## src/rtl/fmm_pkg.sv

```systemverilog
package fmm_pkg;
    // Outcome of the request port in one cycle
    typedef enum logic [1:0] {
        REQ_IDLE = 2'd0,
        REQ_PEND = 2'd1,
        REQ_BUF  = 2'd2,
        REQ_MISS = 2'd3
    } req_kind_e;
endpackage

```

## src/rtl/fmm_lowest.sv

```systemverilog
module fmm_lowest #(
    parameter int N  = 4,
    parameter int IW = 2
) (
    input  logic [N-1:0]  bits,
    output logic          any,
    output logic [IW-1:0] idx
);
    always_comb begin
        any = |bits;
        idx = '0;
        for (int i = N - 1; i >= 0; i--) begin
            if (bits[i]) idx = IW'(i);
        end
    end
endmodule

```

## src/rtl/fmm_match.sv

```systemverilog
module fmm_match #(
    parameter int N  = 4,
    parameter int KW = 35,
    parameter int IW = 2
) (
    input  logic [N-1:0]         en,
    input  logic [N-1:0][KW-1:0] keys,
    input  logic [KW-1:0]        key,
    output logic                 hit,
    output logic [IW-1:0]        idx
);
    logic [N-1:0] eq;

    for (genvar g = 0; g < N; g++) begin : g_cmp
        assign eq[g] = en[g] && (keys[g] == key);
    end

    fmm_lowest #(.N(N), .IW(IW)) u_pick (.bits(eq), .any(hit), .idx(idx));
endmodule

```

## src/rtl/fetch_miss_merge.sv

```systemverilog
module fetch_miss_merge
    import fmm_pkg::*;
#(
    parameter int ADDR_W    = 32,
    parameter int ASID_W    = 8,
    parameter int DEPTH     = 4,
    parameter int BLK_BYTES = 32,
    parameter int CNT_W     = 4,
    localparam int OFF_W    = $clog2(BLK_BYTES),
    localparam int BLK_W    = ADDR_W - OFF_W,
    localparam int DATA_W   = 8 * BLK_BYTES
) (
    input  logic              clk,
    input  logic              rst_n,
    input  logic              req_valid,
    output logic              req_ready,
    input  logic [ASID_W-1:0] req_asid,
    input  logic [ADDR_W-1:0] req_addr,
    output logic              req_merged,
    output logic [BLK_W-1:0]  buf_req_blk,
    input  logic              buf_req_hit,
    output logic              buf_inc,
    output logic              mem_rd_valid,
    output logic [ASID_W-1:0] mem_rd_asid,
    output logic [ADDR_W-1:0] mem_rd_addr,
    input  logic              rsp_valid,
    input  logic [ASID_W-1:0] rsp_asid,
    input  logic [BLK_W-1:0]  rsp_blk,
    input  logic              rsp_squashed,
    input  logic [DATA_W-1:0] rsp_data,
    input  logic              sq_valid,
    input  logic [ASID_W-1:0] sq_asid,
    input  logic [ADDR_W-1:0] sq_addr,
    output logic [BLK_W-1:0]  buf_sq_blk,
    input  logic              buf_sq_hit,
    output logic              buf_dec,
    input  logic              fill_valid,
    input  logic [ASID_W-1:0] fill_asid,
    input  logic [ADDR_W-1:0] fill_addr,
    output logic              fill_ok,
    output logic [DATA_W-1:0] fill_data,
    output logic [CNT_W-1:0]  fill_cnt
);
    localparam int IDX_W = (DEPTH > 1) ? $clog2(DEPTH) : 1;
    localparam int KEY_W = ASID_W + BLK_W;

    typedef struct packed {
        logic              alloc;
        logic              vld;
        logic [ASID_W-1:0] asid;
        logic [BLK_W-1:0]  blk;
        logic [CNT_W-1:0]  cnt;
        logic [DATA_W-1:0] data;
    } ent_t;

    typedef struct packed {
        ent_t [DEPTH-1:0] ent;
    } st_t;

    st_t state_q, state_d;

    logic [BLK_W-1:0] req_blk, fill_blk;
    assign req_blk     = BLK_W'(req_addr >> OFF_W);
    assign fill_blk    = BLK_W'(fill_addr >> OFF_W);
    assign buf_req_blk = req_blk;
    assign buf_sq_blk  = BLK_W'(sq_addr >> OFF_W);

    logic [DEPTH-1:0]            alloc_v, free_v;
    logic [DEPTH-1:0][KEY_W-1:0] key_v;

    for (genvar g = 0; g < DEPTH; g++) begin : g_keys
        assign alloc_v[g] = state_q.ent[g].alloc;
        assign free_v[g]  = ~state_q.ent[g].alloc;
        assign key_v[g]   = {state_q.ent[g].asid, state_q.ent[g].blk};
    end

    logic             req_hit, rsp_hit, sq_hit, fill_hit, free_any;
    logic [IDX_W-1:0] req_idx, rsp_idx, sq_idx, fill_idx, free_idx;

    fmm_match #(.N(DEPTH), .KW(KEY_W), .IW(IDX_W)) u_req_m (
        .en(alloc_v), .keys(key_v), .key({req_asid, req_blk}),
        .hit(req_hit), .idx(req_idx));
    fmm_match #(.N(DEPTH), .KW(KEY_W), .IW(IDX_W)) u_rsp_m (
        .en(alloc_v), .keys(key_v), .key({rsp_asid, rsp_blk}),
        .hit(rsp_hit), .idx(rsp_idx));
    fmm_match #(.N(DEPTH), .KW(KEY_W), .IW(IDX_W)) u_sq_m (
        .en(alloc_v), .keys(key_v), .key({sq_asid, buf_sq_blk}),
        .hit(sq_hit), .idx(sq_idx));
    fmm_match #(.N(DEPTH), .KW(KEY_W), .IW(IDX_W)) u_fill_m (
        .en(alloc_v), .keys(key_v), .key({fill_asid, fill_blk}),
        .hit(fill_hit), .idx(fill_idx));
    fmm_lowest #(.N(DEPTH), .IW(IDX_W)) u_free (
        .bits(free_v), .any(free_any), .idx(free_idx));

    req_kind_e kind;
    logic      sq_pend;
    logic      inc_i, dec_i;

    always_comb begin
        kind = REQ_IDLE;
        if (req_valid) begin
            if (req_hit)          kind = REQ_PEND;
            else if (free_any)    kind = buf_req_hit ? REQ_BUF : REQ_MISS;
        end
        req_ready    = req_hit | free_any;
        req_merged   = (kind == REQ_PEND) || (kind == REQ_BUF);
        buf_inc      = (kind == REQ_BUF);
        mem_rd_valid = (kind == REQ_MISS);
        mem_rd_asid  = req_asid;
        mem_rd_addr  = {req_blk, {OFF_W{1'b0}}};

        buf_dec = sq_valid & buf_sq_hit;
        sq_pend = sq_valid & ~buf_sq_hit & sq_hit;

        state_d = state_q;
        inc_i   = 1'b0;
        dec_i   = 1'b0;
        for (int i = 0; i < DEPTH; i++) begin
            inc_i = (kind == REQ_PEND) && (req_idx == IDX_W'(i));
            dec_i = sq_pend && (sq_idx == IDX_W'(i));
            state_d.ent[i].cnt = state_q.ent[i].cnt + CNT_W'(inc_i) - CNT_W'(dec_i);
            if (rsp_valid && !rsp_squashed && rsp_hit && (rsp_idx == IDX_W'(i))) begin
                state_d.ent[i].vld  = 1'b1;
                state_d.ent[i].data = rsp_data;
            end
            if (state_d.ent[i].cnt == '0) begin
                state_d.ent[i].alloc = 1'b0;
                state_d.ent[i].vld   = 1'b0;
            end
        end

        fill_data = state_q.ent[fill_idx].data;
        fill_cnt  = state_d.ent[fill_idx].cnt - CNT_W'(1);
        fill_ok   = fill_valid && fill_hit && state_q.ent[fill_idx].vld
                    && (state_d.ent[fill_idx].cnt != '0);
        if (fill_ok) begin
            state_d.ent[fill_idx].alloc = 1'b0;
            state_d.ent[fill_idx].vld   = 1'b0;
            state_d.ent[fill_idx].cnt   = '0;
        end

        if (kind == REQ_MISS) begin
            state_d.ent[free_idx].alloc = 1'b1;
            state_d.ent[free_idx].vld   = 1'b0;
            state_d.ent[free_idx].asid  = req_asid;
            state_d.ent[free_idx].blk   = req_blk;
            state_d.ent[free_idx].cnt   = CNT_W'(1);
            state_d.ent[free_idx].data  = '0;
        end
    end

    always_ff @(posedge clk) begin
        if (!rst_n) state_q <= '0;
        else        state_q <= state_d;
    end
endmodule

```

## config.mk

```make
export PLATFORM = sky130hd
export DESIGN_NAME = fetch_miss_merge
export DESIGN_NICKNAME = d
export VERILOG_FILES = /design/src/rtl/fmm_pkg.sv /design/src/rtl/fmm_lowest.sv /design/src/rtl/fmm_match.sv /design/src/rtl/fetch_miss_merge.sv
export SDC_FILE = /design/constraint.sdc
export NUM_CORES = 2
export LEC_CHECK = 0
export ABC_CLOCK_PERIOD_IN_PS = 5500
export BUFFER_PORTS_ARGS = -buffer_cell sky130_fd_sc_hd__buf_2
export CORE_MARGIN = 2
export CORE_UTILIZATION = 50
export CTS_BUF_LIST = sky130_fd_sc_hd__clkbuf_16
export DETAILED_ROUTE_END_ITERATION = 8
export PLACE_DENSITY = 0.72
export SLEW_MARGIN = 20
export SYNTH_ARGS = -nofsm -noshare
export SYNTH_HDL_FRONTEND = slang
export SYNTH_SLANG_ARGS = --single-unit
```

## constraint.sdc

```tcl
create_clock -name clk -period 5.5 [get_ports clk]
set_clock_uncertainty 0.1 [all_clocks]
set_input_delay 0.55 -clock clk [delete_from_list [all_inputs] [get_ports clk]]
set_output_delay 0.55 -clock clk [all_outputs]
set_load 0.01 [all_outputs]
```

=== Word-level counts from Yosys, hierarchy flattened ===
Cells that the tools add are included.

* Add/subtract/negate cells: 9
* Multiply operators: 0
* Divide/modulo/power cells: 0
* $lt $le $gt $ge: 4
* Eq/ne operators: 28
* Shifts and indexed selects: 0
* Mux-type cells: 69
* Bitwise gates (word level): 9
* Reduce and logical (&&, ||, !) cells: 50

{| class="wikitable"
|+ Operators by type and width
! operator !! count
|-
| $bwmux W1188 || 9
|-
| $demux W297 S2 || 9
|-
| $mux W1188 || 2
|-
| $mux W256 || 5
|-
| $bmux W297 S2 || 2
|-
| $mux W296 || 3
|-
| $mux W260 || 3
|-
| $mux W297 || 2
|-
| $eq A35 B35 Y1 || 16
|-
| $mux W295 || 1
|-
| $mux W287 || 1
|-
| $mux W2 || 27
|-
| $logic_and A1 B1 Y1 || 35
|-
| $reduce_or A4 Y1 || 5
|-
| $add A4 B1 Y4 || 4
|-
| $eq A2 B2 Y1 const B || 8
|-
| $logic_not A4 Y1 || 4
|-
| $sub A4 B1 Y4 || 4
|-
| $eq A2 B1 Y1 const B || 4
|-
| $logic_not A2 Y1 || 3
|-
| $lt A2 B3 Y1 const B || 2
|-
| $mux W1 || 5
|-
| $not A1 Y1 || 5
|-
| $ge A2 B1 Y1 const B || 2
|-
| 6 further kinds || 8
|}

* Flip-flop bits (word level): 1188
* Latch bits: 0
* RAM bits: 0
* ROM bits: 0
* Logic and storage cells: 193
* Memories: 0

=== Depth between registers and ports, before layout ===
* Depth in word-level cells: 24
* Gate-level depth with buffers: 28

=== By module ===
From an unflattened synthesis, not the netlist that was laid out.

* Cell total of the unflattened synthesis: 6448
* Area, all modules: 54551.1 um^2

{| class="wikitable"
|+ Modules (own cells, without submodules)
! module !! instances !! cells each !! area an instance (um^2)
|-
| fetch_miss_merge || 1 || 5661 || 48190.0
|-
| fmm_match || 4 || 188 || 1546.5
|-
| fmm_lowest || 5 || 7 || 35.0
|}

=== Worst setup path after synthesis ===
No wires, ideal clock.

* Path type: input to output
* Start: in req_addr[21]
* End: out fill_ok
* Data arrival time: 5.239 ns
* Data required time: 4.850 ns
* Path slack: -0.389 ns
* Stages on the path: 27
* Buffers on the path: 2
* Cell sequence: clkbuf_1 > xor2_1 > nor4_1 > nand3_1 > or4_1 > nand2b_1 > nor2b_1 > nand2_1 > o21ai_0 > inv_1 > ha_1 > and2_1 > or3b_2 > ha_1 > inv_1 > ha_1 > inv_1 > fa_1 > inv_1 > a222oi_1 > o21ai_1 > inv_1 > ha_1 > o21a_1 > and3_1 > buf_6 > nor2_1

* Word-level cells in the longest chain between the ends: 14
* Elaborated cells between the ends (all ways): 36
* Those cells by class: add/sub: 8; eq/ne: 8; mux: 8; reduce/logical: 12

{| class="wikitable"
|+ Ends and longest elaborated chain
! element !! RTL line !! text
|-
| from (decl) || fetch_miss_merge.sv:18 || <nowiki>input logic [ADDR_W-1:0] req_addr,</nowiki>
|-
| $eq A35 B35 Y1 || fmm_match.sv:15 || <nowiki>assign eq[g] = en[g] && (keys[g] == key);</nowiki>
|-
| $logic_and A1 B1 Y1 || fmm_match.sv:15 ||
|-
| $mux W2 (4 in series) || fmm_lowest.sv:13 || <nowiki>if (bits[i]) idx = IW'(i);</nowiki>
|-
| $eq A2 B1 Y1, or another cell as far along || fetch_miss_merge.sv:119 || <nowiki>inc_i = (kind == REQ_PEND) && (req_idx == IDX_W'(i));</nowiki>
|-
| $logic_and A1 B1 Y1 || fetch_miss_merge.sv:119 ||
|-
| $add A4 B1 Y4 || fetch_miss_merge.sv:121 || <nowiki>state_d.ent[i].cnt = state_q.ent[i].cnt + CNT_W'(inc_i) - CNT_W'(dec_i);</nowiki>
|-
| $sub A4 B1 Y4 || fetch_miss_merge.sv:121 ||
|-
| $bmux W297 S2 * || fetch_miss_merge.sv:135 || <nowiki>&& (state_d.ent[fill_idx].cnt != '0);</nowiki>
|-
| $mux W260 (not written as such) * || fetch_miss_merge.sv:135 ||
|-
| $reduce_bool A4 Y1 * || fetch_miss_merge.sv:135 ||
|-
| $logic_and A1 B1 Y1 * || fetch_miss_merge.sv:135 ||
|-
| to (decl) || fetch_miss_merge.sv:40 || <nowiki>output logic fill_ok,</nowiki>
|}

Every way passes the cells marked *; elsewhere a longest branch is shown, timed or not. The select of a mux whose other input is x is not followed.

=== Worst setup path in the final report ===
* Start: reg state_q (netlist bit key_v[39])
* End: out fill_ok

* Word-level cells in the longest chain between the ends: 13
* Elaborated cells between the ends (all ways): 51
* Those cells by class: add/sub: 8; eq/ne: 10; mux: 12; bitwise: 1; reduce/logical: 20

{| class="wikitable"
|+ Ends and longest elaborated chain
! element !! RTL line !! text
|-
| from (decl) || fetch_miss_merge.sv:60 || <nowiki>st_t state_q, state_d;</nowiki>
|-
| from (signal assigned) || fetch_miss_merge.sv:154 || <nowiki>else state_q <= state_d;</nowiki>
|-
| $eq A35 B35 Y1 || fmm_match.sv:15 ||
|-
| $logic_and A1 B1 Y1 || fmm_match.sv:15 ||
|-
| $reduce_or A4 Y1 || fmm_lowest.sv:10 || <nowiki>any = |bits;</nowiki>
|-
| $mux W2 || fetch_miss_merge.sv:102 || <nowiki>if (req_hit) kind = REQ_PEND;</nowiki>
|-
| $mux W2 || fetch_miss_merge.sv:101 || <nowiki>if (req_valid) begin</nowiki>
|-
| $eq A2 B1 Y1 || fetch_miss_merge.sv:119 ||
|-
| $logic_and A1 B1 Y1 || fetch_miss_merge.sv:119 ||
|-
| $add A4 B1 Y4 || fetch_miss_merge.sv:121 ||
|-
| $sub A4 B1 Y4 || fetch_miss_merge.sv:121 ||
|-
| $bmux W297 S2 || fetch_miss_merge.sv:135 ||
|-
| $mux W260 (not written as such) || fetch_miss_merge.sv:135 ||
|-
| $reduce_bool A4 Y1 || fetch_miss_merge.sv:135 ||
|-
| $logic_and A1 B1 Y1 * || fetch_miss_merge.sv:135 ||
|}

Marks and branches as above.

==> impl_results.md <==
- Outcome: finished, violations left
- Failing checks: DRC, setup timing
- Fmax: 0.153 GHz
- CTS max path bufs: 3
- Slew @ Worst Pin: 1.06 ns
- Die Width: 337 um
- WHS Endpoint: key_v[136]
- Die Ht: 337 um
- Iter 0 DRT Violations: 7,972
- Initial Util: 0.502
- Flop2flop setup slack: -0.13 ns
- Clock sinks: 1,188
- Period utilization: 1.19
- Site Rows: 122
- Post-synth EDFFs: 0
- Hold violation count in the final report: 0
- Core Region: 110,000 um^2
- Synth top area share: 0.429
- Worst EP required: 4.85 ns
- H-Tree Depth: 3
- Routability-driven placement congestion ratio: 1.07
- CP arrival: 5.89 ns
- Avg Cell Area, Syn: 7.58 um^2
- Most frequent CP cell: ha_4
- Worst hold path depth: 3
- Layout cell share with drive strength beyond 1: 0.184
- Total congestion overflow: 0
- Port bufs: 759
- Seq cells post-synth: 1,188
- Synth area leaders: dfxtp_1, nand2_1, a21oi_1
- Critical path endpoint category: output port
- Slew Viols, Final: 0
- # nets final: 8,527
- Max Cap Violations: 0
- Worst-case reg-to-reg path depth: 29
- GR Util All Layers: 0.407
- Critical path's slowest cell: or4_4
- Commonest cells post-synth: nand2_1, dfxtp_1, a21oi_1, clkbuf_1, xor2_1
- Rel. slew slack: 0.288
- First-pass iteration count of the detailed router: 9
- Final min period: 6.54 ns
- Power Total: 0.0180 W
- Num ports: 780
- Root buffer cell: clkbuf_16
- Unrepaired setup endpoints after global routing: true
- Avg WL per Cell: 25.1 um
- Async SR Flop Fraction: 0
- WP buf/inv: 7
- Synth area leader: dfxtp_1
- Worst setup SP type: register
- Distinct cells, synth: 70
- Clock transition at the registers of the reported paths: 0.06 ns
- DR vias: 57,400
- Capture point of the worst reg-to-reg path: alloc_v[2]
- P&R area growth vs syn: 23.4%
- Critical path's top delay family: simple AND/OR/NAND/NOR gates
- Final Setup Violations: 28
- Synth warnings: 0
- Hold path startpoint: req_asid[4]
- Crit-path max cell delay: 0.53 ns
- LEAKAGE: 26.6 nW
- Synth Instances: 7,307
- Mapped cell area: 55,400 um^2
- DP Wirelength: 161 mm
- Fin worst setup slack: -1.04 ns
- Hold WS: 0.0315 ns
- Clk_lat worst skew: 0.75 ns
- Critical R2R Launch: key_v[39]
- Largest net degree at the start of global routing: 150
- Crit Path Category: register to output port
- CTS tree: built
- CTS buffer count: 119
- Count leader, synth: nand2_1
- Final WL: 243 mm
- Pwr/cell area: 263 nW/um^2
- First-pass GRT wire length: 349 mm
- Seq/Total Area, Yosys: 0.429
- Drc violations: 13
- Post-route ant nets: 0
- Peak supply drop: 0.252 mV
- Worst Path Max Fanout: 3
- Via density: 5.92
- Antenna violations before repair: 25
- Vias in the first global route: 53,500
- Ys flop type: dfxtp_1
- Die Area: 113,000 um^2
- Worst Hold Class: input pin to register
how the worst max path moves through the flow:
stage          depth (start not counted)  slack, ns          end    startpoint
2_1_floorplan                         27       0.03      fill_ok   req_addr[9]
3_3_place_gp                          28      -0.94  fill_cnt[2]  req_addr[25]
3_5_place_dp                          28      -0.96  fill_cnt[2]  req_addr[25]
4_1_cts                               27      -1.15      fill_ok     key_v[44]
5_1_grt                               27      -1.23      fill_ok     key_v[39]
6_report                              27      -1.04      fill_ok     key_v[39]
timing repair:
action | in CTS | in global routing
setup buffers | 39 | 11
cloned | 9 | 1
setup endpoints to repair | 29 | 1231
hold buffers | 244 | 0
gates resized for setup | 52 | 59
hold endpoints to repair | 949 | 0
pin swaps | 14 | 34
cell families (layout without fill, tap and decap cells):
kind of cell               count (synthesis)  in the layout  share of synthesized area
DFF                                     1188           1188                      0.429
and+or+nand+nor                         3191           3194                      0.233
xor gates and xnor gates                 564            564                     0.0919
adders and majority gates                 24             24                    0.00596
AOI/OAI and AO/OA                       1478           1478                      0.166
buffers and inverters                    861           1729                     0.0740
other                                      1             35                  0.0000677
registers in the layout (all words and copies together), names as in the netlist:
signal	count
key_v	140
state_q	1044
alloc_v	4
layout by cell type, fill, tap and decap left out, types with 7 or more instances in the layout:
cell / Yosys / routed
nor3_2: 3 / 10
buf_6: 25 / 12
dfxtp_2: 0 / 15
buf_12: 0 / 61
nor2_1: 15 / 12
nand2b_1: 20 / 18
inv_1: 48 / 74
a21oi_1: 1028 / 1028
nand4_1: 109 / 109
nor3_1: 17 / 9
diode_2: 0 / 30
a222oi_1: 259 / 259
xor2_2: 0 / 11
buf_4: 110 / 379
nand2_1: 2856 / 2848
nor4_1: 89 / 83
a21boi_0: 142 / 140
clkbuf_16: 0 / 121
dfxtp_1: 1188 / 1172
nand3_1: 25 / 23
clkinv_2: 0 / 22
xor2_1: 314 / 301
ha_1: 20 / 15
a21boi_1: 5 / 7
xnor2_1: 236 / 236
clkinv_1: 0 / 33
nor4_2: 4 / 10
xnor2_2: 10 / 10
dlygate4sd3_1: 0 / 244
buf_2: 206 / 754
power by group:
group,internal [W],switching (W)
logic,0.000637,0.000959
clock network,0.00422,0.00353
registers,0.00862,0.0000102
total,0.0135,0.00450
metal layers:
| layer | wire length [um] | track usage | part of all wire |
|---|---|---|---|
| met1 | 92500 | 0.516 | 0.38 |
| met2 | 109000 | 0.636 | 0.45 |
| met3 | 23900 | 0.0792 | 0.098 |
| met4 | 17900 | 0.258 | 0.074 |
| met5 | 55 | 0 | 0.00023 |
cell type report:
type	count	area, um^2
inverter	48	183
fill	9629	42000
multi-input combinational	5265	28100
clock buffer	120	3000
tap	1488	1860
timing repair buffer	1461	10700
antenna	30	75.1
sequential	1188	23800
clock inverter	100	661
worst reg2reg max path, delay by kind of cell, from the launching register on:
kind | cells | cell delay (ns)
AO/OA/AOI/OAI | 6 | 0.95
buffers and inverters | 8 | 0.79
XOR/XNOR | 1 | 0.14
flip-flops | 1 | 0.33
AND/OR/NAND/NOR | 9 | 2.05
adder cells (fa/ha/maj) | 5 | 1.18
per-stage QoR:
stage,instances,util,setup TNS [ns],setup WS [ns],instance area (um^2)
after detailed placement,9159,0.554,-19.47,-0.964,61100
after floorplan,7311,-,0,0.0322,55700
after global routing,9690,0.620,-11.24,-1.23,68400
after CTS,9671,0.616,-431.76,-1.15,68000
after global placement,9159,0.554,-18.72,-0.941,61100
final,9700,0.620,-5.65,-1.04,68400
No activity file was read; power rests on OpenSTA's default activity.
